### src/rtl/dqs_gate_pkg.sv
package dqs_gate_pkg;

  typedef enum logic [1:0] {
    ST_IDLE = 2'd0,
    ST_WAIT = 2'd1,
    ST_CAPT = 2'd2,
    ST_DONE = 2'd3
  } gate_state_e;

endpackage

### src/rtl/dqs_edge_detect.sv
// Registers the strobe level and flags any change between two samples.
module dqs_edge_detect (
  input  logic clk,
  input  logic rst_n,
  input  logic dqs_i,
  output logic edge_o
);

  logic smp_q;
  logic prv_q;
  logic smp_en;

  assign smp_en = 1'b1;

  always_ff @(posedge clk or negedge rst_n) begin
    if (!rst_n) begin
      smp_q <= 1'b0;
      prv_q <= 1'b0;
    end else if (smp_en) begin
      smp_q <= dqs_i;
      prv_q <= smp_q;
    end
  end

  assign edge_o = smp_q ^ prv_q;

endmodule

### src/rtl/dqs_lat_timer.sv
// Down-counter for the masking window. Reports expiry on its last count.
module dqs_lat_timer #(
  parameter int LAT_W = 4
) (
  input  logic             clk,
  input  logic             rst_n,
  input  logic             clr_i,
  input  logic             load_i,
  input  logic [LAT_W-1:0] val_i,
  input  logic             dec_i,
  output logic             expire_o
);

  localparam logic [LAT_W-1:0] ONE = LAT_W'(1);

  logic [LAT_W-1:0] cnt_q;
  logic [LAT_W-1:0] cnt_d;
  logic             cnt_en;

  always_comb begin
    cnt_d = cnt_q;
    if (clr_i)
      cnt_d = '0;
    else if (load_i)
      cnt_d = val_i;
    else if (dec_i && (cnt_q != '0))
      cnt_d = cnt_q - ONE;
  end

  assign cnt_en = clr_i | load_i | dec_i;

  always_ff @(posedge clk or negedge rst_n) begin
    if (!rst_n)
      cnt_q <= '0;
    else if (cnt_en)
      cnt_q <= cnt_d;
  end

  assign expire_o = (cnt_q == ONE);

endmodule

### src/rtl/dqs_beat_counter.sv
// Holds the burst length captured at read issue and counts captured edges.
module dqs_beat_counter #(
  parameter int BL_W = 4
) (
  input  logic            clk,
  input  logic            rst_n,
  input  logic            clr_i,
  input  logic            load_i,
  input  logic [BL_W-1:0] bl_i,
  input  logic            inc_i,
  output logic            last_o
);

  localparam logic [BL_W-1:0] ONE = BL_W'(1);

  logic [BL_W-1:0] cnt_q;
  logic [BL_W-1:0] cnt_d;
  logic [BL_W-1:0] bl_q;
  logic [BL_W-1:0] nxt;
  logic            cnt_en;

  assign nxt = cnt_q + ONE;

  always_comb begin
    cnt_d = cnt_q;
    if (clr_i || load_i)
      cnt_d = '0;
    else if (inc_i)
      cnt_d = nxt;
  end

  assign cnt_en = clr_i | load_i | inc_i;

  always_ff @(posedge clk or negedge rst_n) begin
    if (!rst_n)
      cnt_q <= '0;
    else if (cnt_en)
      cnt_q <= cnt_d;
  end

  always_ff @(posedge clk or negedge rst_n) begin
    if (!rst_n)
      bl_q <= '0;
    else if (load_i)
      bl_q <= bl_i;
  end

  // Wraps naturally: a stored length of zero completes after 2^BL_W edges.
  assign last_o = (nxt == bl_q);

endmodule

### src/rtl/dqs_read_gate.sv
module dqs_read_gate
  import dqs_gate_pkg::*;
#(
  parameter int LAT_W = 4,
  parameter int BL_W  = 4
) (
  input  logic             clk,
  input  logic             rst_n,
  input  logic             rd_issue,
  input  logic             wr_active,
  input  logic [LAT_W-1:0] lat_cfg,
  input  logic [BL_W-1:0]  burst_len,
  input  logic             dqs_in,
  output logic             cap_pulse,
  output logic             busy,
  output logic             rd_done
);

  gate_state_e st_q;
  gate_state_e st_d;

  logic strobe_edge;
  logic tmr_clr, tmr_load, tmr_dec, tmr_expire;
  logic bc_clr, bc_load, bc_inc, bc_last;

  dqs_edge_detect u_edge (
    .clk    (clk),
    .rst_n  (rst_n),
    .dqs_i  (dqs_in),
    .edge_o (strobe_edge)
  );

  dqs_lat_timer #(.LAT_W(LAT_W)) u_timer (
    .clk      (clk),
    .rst_n    (rst_n),
    .clr_i    (tmr_clr),
    .load_i   (tmr_load),
    .val_i    (lat_cfg),
    .dec_i    (tmr_dec),
    .expire_o (tmr_expire)
  );

  dqs_beat_counter #(.BL_W(BL_W)) u_beats (
    .clk    (clk),
    .rst_n  (rst_n),
    .clr_i  (bc_clr),
    .load_i (bc_load),
    .bl_i   (burst_len),
    .inc_i  (bc_inc),
    .last_o (bc_last)
  );

  // Next-state and control decode
  always_comb begin
    st_d     = st_q;
    tmr_clr  = 1'b0;
    tmr_load = 1'b0;
    tmr_dec  = 1'b0;
    bc_clr   = 1'b0;
    bc_load  = 1'b0;
    bc_inc   = 1'b0;
    if (wr_active) begin
      st_d    = ST_IDLE;
      tmr_clr = 1'b1;
      bc_clr  = 1'b1;
    end else begin
      unique case (st_q)
        ST_IDLE: begin
          if (rd_issue) begin
            bc_load = 1'b1;
            if (lat_cfg == '0) begin
              st_d = ST_CAPT;
            end else begin
              tmr_load = 1'b1;
              st_d     = ST_WAIT;
            end
          end
        end
        ST_WAIT: begin
          tmr_dec = 1'b1;
          if (tmr_expire)
            st_d = ST_CAPT;
        end
        ST_CAPT: begin
          if (strobe_edge) begin
            bc_inc = 1'b1;
            if (bc_last)
              st_d = ST_DONE;
          end
        end
        ST_DONE: st_d = ST_IDLE;
        default: st_d = ST_IDLE;
      endcase
    end
  end

  // State register
  always_ff @(posedge clk or negedge rst_n) begin
    if (!rst_n)
      st_q <= ST_IDLE;
    else
      st_q <= st_d;
  end

  assign busy      = (st_q != ST_IDLE);
  assign rd_done   = (st_q == ST_DONE);
  assign cap_pulse = (st_q == ST_CAPT) && strobe_edge;

endmodule

### config.mk
export PLATFORM = sky130hd
export DESIGN_NAME = dqs_read_gate
export DESIGN_NICKNAME = d
export VERILOG_FILES = /design/src/rtl/dqs_gate_pkg.sv /design/src/rtl/dqs_edge_detect.sv /design/src/rtl/dqs_lat_timer.sv /design/src/rtl/dqs_beat_counter.sv /design/src/rtl/dqs_read_gate.sv
export SDC_FILE = /design/constraint.sdc
export NUM_CORES = 1
export LEC_CHECK = 0
export ABC_CLOCK_PERIOD_IN_PS = 1750
export CAP_MARGIN = 20
export CORE_UTILIZATION = 44
export CTS_BUF_LIST = sky130_fd_sc_hd__clkbuf_8
export CTS_CLUSTER_DIAMETER = 100
export DETAILED_ROUTE_END_ITERATION = 7
export GPL_TIMING_DRIVEN = 1
export PLACE_DENSITY = 0.7
export SLEW_MARGIN = 20
export SYNTH_ARGS = -nofsm -noshare
export SYNTH_HDL_FRONTEND = slang
export SYNTH_SLANG_ARGS = --single-unit
### constraint.sdc
create_clock -name clk -period 1.75 [get_ports clk]
set_input_delay 0.35 -clock clk [delete_from_list [all_inputs] [get_ports clk]]
set_output_delay 0.35 -clock clk [all_outputs]
set_load 0.01 [all_outputs]
# After elaboration in Yosys (flattened, before gate mapping)
# Cells that the tools add are included.
# totals
input_bits	13
reg_bits	16
word_cells	59
# classes
n_bitwise	5
n_reduce_logical	12
muxes	25
addsub	2
eq_ne	9
# op_table
op	n
$mux 4	5
$mux 1	13
$mux 2	6
$ne 3x3->1 const B	4
$pmux 2 s4	1
$add 4x1->4 const B	1
$eq 2x2->1 const B	2
$eq 4x1->1 const B	1
$eq 4x4->1	1
$logic_not 4->1	1
$or 1x1->1	4
$reduce_and 2->1	2
$reduce_and 4->1	1
$reduce_bool 2->1	2
$reduce_bool 4->1	1
$sub 4x1->4 const B	1
$reduce_bool 3->1	1
$eq 2x1->1 const B	1
$logic_and 1x1->1	2
$logic_not 2->1	1
$logic_or 1x1->1	1
$xor 1x1->1	1

# Depth between registers and ports, before layout
# Gate-level depths: netlist of run 1.
# depth
word_depth	8
depth_mapped	7
ltp_nobuf	6

# Cells and area by module
# Synthesis of run 1 repeated with hierarchy kept, for this count alone.
# hier_totals
cells_unflattened	94
hier_area_um2	1041.0
# by_module_without_submodules
module	seq_area_each_um2	n_inst	area_each_um2	cells_per_inst
dqs_beat_counter	200.2	1	399.1	32
dqs_lat_timer	100.1	1	311.5	31
dqs_read_gate	50.0	1	271.5	28
dqs_edge_detect	50.0	1	58.8	3

# Worst setup path before layout of run 1
# Ideal clock, no wire load.
# synth_path
kind	register -> register
startpoint	register u_beats.cnt_q[0]
endpoint	register st_q[1]
path_buffers	0
period_less_slack_ns	1.891
setup_time_ns	0.125
slack_ns	-0.141
t_arrival_ns	1.766
path_stages_with_launch	6
cell_sequence	dfrtp_1 -> ha_1 -> xnor3_1 -> a41oi_1 -> a211oi_1 -> mux2_2
# synth_between
elab_chain_len	4
# synth_lines
item	line_no	text
start, declared	dqs_beat_counter.sv:16	logic [BL_W-1:0] cnt_q;
start signal, assigned	dqs_beat_counter.sv:38	cnt_q <= cnt_d;
$add 4x1->4	dqs_beat_counter.sv:22	assign nxt = cnt_q + ONE;
$eq 4x4->1	dqs_beat_counter.sv:49	assign last_o = (nxt == bl_q);
$ne 3x3->1 (no source line)	--	
$reduce_and 4->1 (no source line)	--	
end signal, assigned	dqs_read_gate.sv:102	st_q <= st_d;
end, declared	dqs_read_gate.sv:19	gate_state_e st_q;
# No other way between the ends.
# A chain may end at the register's enable or synchronous reset.

# Worst setup path in the final report of run 1
# layout_path
startpoint	input port lat_cfg[2]
endpoint	register u_timer.cnt_q[2]
# layout_between
elab_chain_len	8
# layout_lines
item	line_no	text
start, declared	dqs_read_gate.sv:11	input logic [LAT_W-1:0] lat_cfg,
$logic_not 4->1	dqs_read_gate.sv:71	if (lat_cfg == '0) begin
$mux 1	dqs_read_gate.sv:71	
$mux 1	dqs_read_gate.sv:69	if (rd_issue) begin
$mux 1	dqs_read_gate.sv:67	unique case (st_q)
$mux 1	dqs_read_gate.sv:62	if (wr_active) begin
$or 1x1->1 (2 in series)	dqs_lat_timer.sv:30	assign cnt_en = clr_i | load_i | dec_i;
$reduce_and 2->1 (no source line)	--	
end signal, assigned	dqs_lat_timer.sv:36	cnt_q <= cnt_d;
end, declared	dqs_lat_timer.sv:16	logic [LAT_W-1:0] cnt_q;
# Several ways; a longest one is shown, not always the timed one.

==> flow_metrics.tcl, run 1 <==
set metrics [dict create \
    dp_hpwl_mm 1.76 \
    p_per_area_nw_per_um2 1180 \
    path_buf_inv 1 \
    status "completed" \
    post-route-min-period_ns 1.70 \
    cts_made_buffers 3 \
    synth_seq_cells 16 \
    cts_tree "yes" \
    max_stage_delay_ns 0.47 \
    initial_core_util_pct 46.5 \
    synth.distinct_cells 36 \
    antennaDiodeCount 0 \
    die_x_um 50.1 \
    final-max-slew-violation-count 0 \
    via_count 846 \
    synth-compound-area-share_pct 12.9 \
    post-route-util_pct 65.7 \
    netlist_area_um2 1020 \
    worst_pin_slew_ns 0.311 \
    place_congestion 0.848 \
    r2r_start "u_beats.cnt_q[0]" \
    syn_to_final_growth_pct 41.2 \
    crit_fanout 3 \
    synth_xor_area_share_pct 9.94 \
    htreeDepth 1 \
    first_pass_iters 4 \
    final_cell_mix "19 x buf_4, 16 x dfrtp_1, 9 x nor2_1, 9 x clkdlybuf4s50_1" \
    fin_crit_sh_pct 97.0 \
    hold_class "reg2reg" \
    start_kind "primary input" \
    synth-simple-area-share_pct 15.6 \
    syn_avg_cell_area_um2 10.4 \
    drt-total-wl_mm 2.30 \
    grt_pass1_vias 865 \
    ctsLongestPathBuffers 2 \
    hold_end "u_edge.prv_q" \
    async_flop_share_pct 100 \
    synth_top_family_by_area "simple AND/OR/NAND/NOR gates" \
    grt_max_degree 17 \
    final-hold-violation-count 0 \
    required_ns 1.89 \
    ys_warn_count 0 \
    io_pins 16 \
    grt_antenna_before_repair 0 \
    io_buffers 15 \
    fin_nets 157 \
    power_frac_comb_pct 47.4 \
    ys.flop_type "dfrtp_1" \
    sw_frac_of_total_pct 34.5 \
    worstHoldStart "u_edge.smp_q" \
    fmax_ghz 0.589 \
    ant_nets 0 \
    ir_worst_vdd_mv 0.690 \
    seq_power_share_pct 33.1 \
    grt_overflow 0 \
    synth_edf_count 0 \
    rsz0062_at_grt "false" \
    setup-violations-final 0 \
    syn-num-nets 120 \
    dieArea_um2 2510 \
    yosysSeqAreaShare_pct 39.3 \
    cp.arrival_ns 1.84 \
    cp_slowest_cell "or4_4" \
    routedWlPerCell_um 14.2 \
    insertion_delay_ns 0.25 \
    r2r-end "st_q[1]" \
    internal_power_mw 1.11 \
    clkPwrFrac_pct 19.5 \
    slew_headroom_pct 79.0 \
    first_iter_violations 14 \
    syn_inst 98 \
    rows 17 \
    crit_chain "clkdlybuf4s50_1 -> or4_4 -> a221oi_4 -> nor2_1 -> o22a_1" \
    rr_worst_depth 6 \
    power_mw 1.70 \
    clk_pin_slew_ns 0.07 \
    viasPerCell 5.22 \
    cts_hold_buf 0 \
    clock_sinks 16 \
    dpl_worst_slack_ns -0.360 \
    p_leak_nw 0.703 \
    dieHeight_um 50.1 \
    finClkSkew_ns 0.00679 \
    synth_mux_area_share_pct 7.48 \
    ff2ff_setup_slack_ns 0.07 \
    end_kind "register" \
    cp_top_family "simple AND/OR/NAND/NOR gates" \
    core_area_um2 2190 \
    whs_path_depth 0 \
    drive_above_1_share_pct 32.1 \
    crit_type "in2reg" \
    grt_pass1_wl_mm 3.84 \
    synth_fa_ha_area_share_pct 11.0 \
    timing.final.ws_setup_ns 0.0523 \
    maxCapViolations 0 \
    drc 0 \
    grt_usage_pct 20.5 \
    cts_root_buffer "clkbuf_8" \
    p_sw_mw 0.586 \
    layout_commonest_cell "buf_4" \
]
==> layout make-up <==
type	instances	area, µm²
tap	28	35.0
fill	172	751
clock buffer	4	55.1
timing repair buffer	34	293
multi-input combinational	72	627
sequential	16	400
inverter	8	30.0
==> metrics by stage <==
step	hold WS, ns	std cells	instance area, µm²	setup TNS (ns)
floorplan	0.0544	98	1030	0
global placement	0.382	156	1340	-0.797
detailed placement	0.389	156	1340	-1.13
CTS	0.403	161	1410	0
global route	0.413	162	1440	0
finish	0.401	162	1440	0
==> power by group through the flow <==
| stage | registers [mW] | clock network (mW) | logic, mW |
|---|---|---|---|
| after floorplan | 0.535 | 0 | 0.499 |
| after global placement | 0.552 | 0 | 0.724 |
| after detailed placement | 0.556 | 0 | 0.752 |
| after CTS | 0.554 | 0.338 | 0.791 |
| after global routing | 0.577 | 0.356 | 0.885 |
| final | 0.563 | 0.331 | 0.805 |
==> what timing repair did <==
action,CTS,global route
pin swaps,6,3
hold endpoints to repair,0,0
endpoints found under the setup margin,7,8
gates resized for setup,7,8
buffers inserted,1,1
==> worst register-to-register path: stages, from the launching register on <==
cell	delay [ns]
dfrtp_1	0.41
buf_4	0.14
buf_4	0.14
xor2_1	0.18
a41oi_2	0.14
a211oi_2	0.25
mux2_4	0.32
==> cell usage after synthesis (all sizes together), types with 2 or more instances <==
| library cell | number | area share, % |
|---|---|---|
| a211oi | 2 | 1.5 |
| a21oi | 3 | 1.5 |
| and2 | 2 | 1.4 |
| dfrtp | 16 | 39 |
| ha | 9 | 11 |
| inv | 8 | 2.9 |
| mux2 | 5 | 5.5 |
| mux2i | 2 | 2.0 |
| nand2 | 7 | 2.6 |
| nand3 | 3 | 1.5 |
| nor2 | 9 | 3.3 |
| or3b | 2 | 1.7 |
| xnor2 | 3 | 2.6 |
| xor2 | 6 | 5.2 |
==> worst max-delay path by stage <==
| stage | startpoint | endpoint | slack, ns | cells past startpoint |
|---|---|---|---|---|
| detailed placement | lat_cfg[2] | u_timer.cnt_q[2] | -0.36 | 5 |
| global route | u_beats.cnt_q[0] | st_q[1] | 0.01 | 6 |
| finish | lat_cfg[2] | u_timer.cnt_q[2] | 0.05 | 5 |
| CTS | u_beats.cnt_q[0] | st_q[1] | 0.0009 | 5 |
| floorplan | u_beats.cnt_q[0] | st_q[1] | 0.01 | 5 |
| global placement | lat_cfg[2] | u_timer.cnt_q[2] | -0.28 | 5 |
==> kinds of logic (layout without fill, tap and decap cells) <==
kind of cell             after synthesis  in the layout
AND/OR/NAND/NOR                       30             30
AO/OA/AOI/OAI                         16             16
flip-flops                            16             16
XOR/XNOR                              10             10
buffers and inverters                 10             46
adder cells (fa/ha/maj)                9              9
multiplexers                           7              7
==> state kept, by name, indices dropped and copies added (netlist names) <==
signal / cells
st_q: 2
u_beats.bl_q: 4
u_beats.cnt_q: 4
u_edge.prv_q: 1
u_edge.smp_q: 1
u_timer.cnt_q: 4
==> layer usage <==
metal  part of all wire [%]  GRT usage, %  vias to the layer above
met3                    3.1          4.24                        4
met5                      0             0                        -
li1                       -             -                      409
met1                     43          25.5                      408
met4                    1.6          9.52                        0
met2                     52          33.6                       25
No activity file was read; power rests on OpenSTA's default activity.
==> run 2, diff against run 1 <==
--- a/config.mk
+++ b/config.mk
@@ -6,7 +6,6 @@
 export NUM_CORES = 1
 export LEC_CHECK = 0
 export ABC_CLOCK_PERIOD_IN_PS = 1750
-export CAP_MARGIN = 20
 export CORE_UTILIZATION = 44
 export CTS_BUF_LIST = sky130_fd_sc_hd__clkbuf_8
 export CTS_CLUSTER_DIAMETER = 100
==> results of run 2 <==
No change in the layout: final DEF, timing and power equal those of run 1.
==> run 3, diff against run 2 <==
--- a/config.mk
+++ b/config.mk
@@ -12,7 +12,6 @@
 export DETAILED_ROUTE_END_ITERATION = 7
 export GPL_TIMING_DRIVEN = 1
 export PLACE_DENSITY = 0.7
-export SLEW_MARGIN = 20
 export SYNTH_ARGS = -nofsm -noshare
 export SYNTH_HDL_FRONTEND = slang
 export SYNTH_SLANG_ARGS = --single-unit
==> results of run 3 <==
No change in the layout: final DEF, timing and power equal those of run 1.
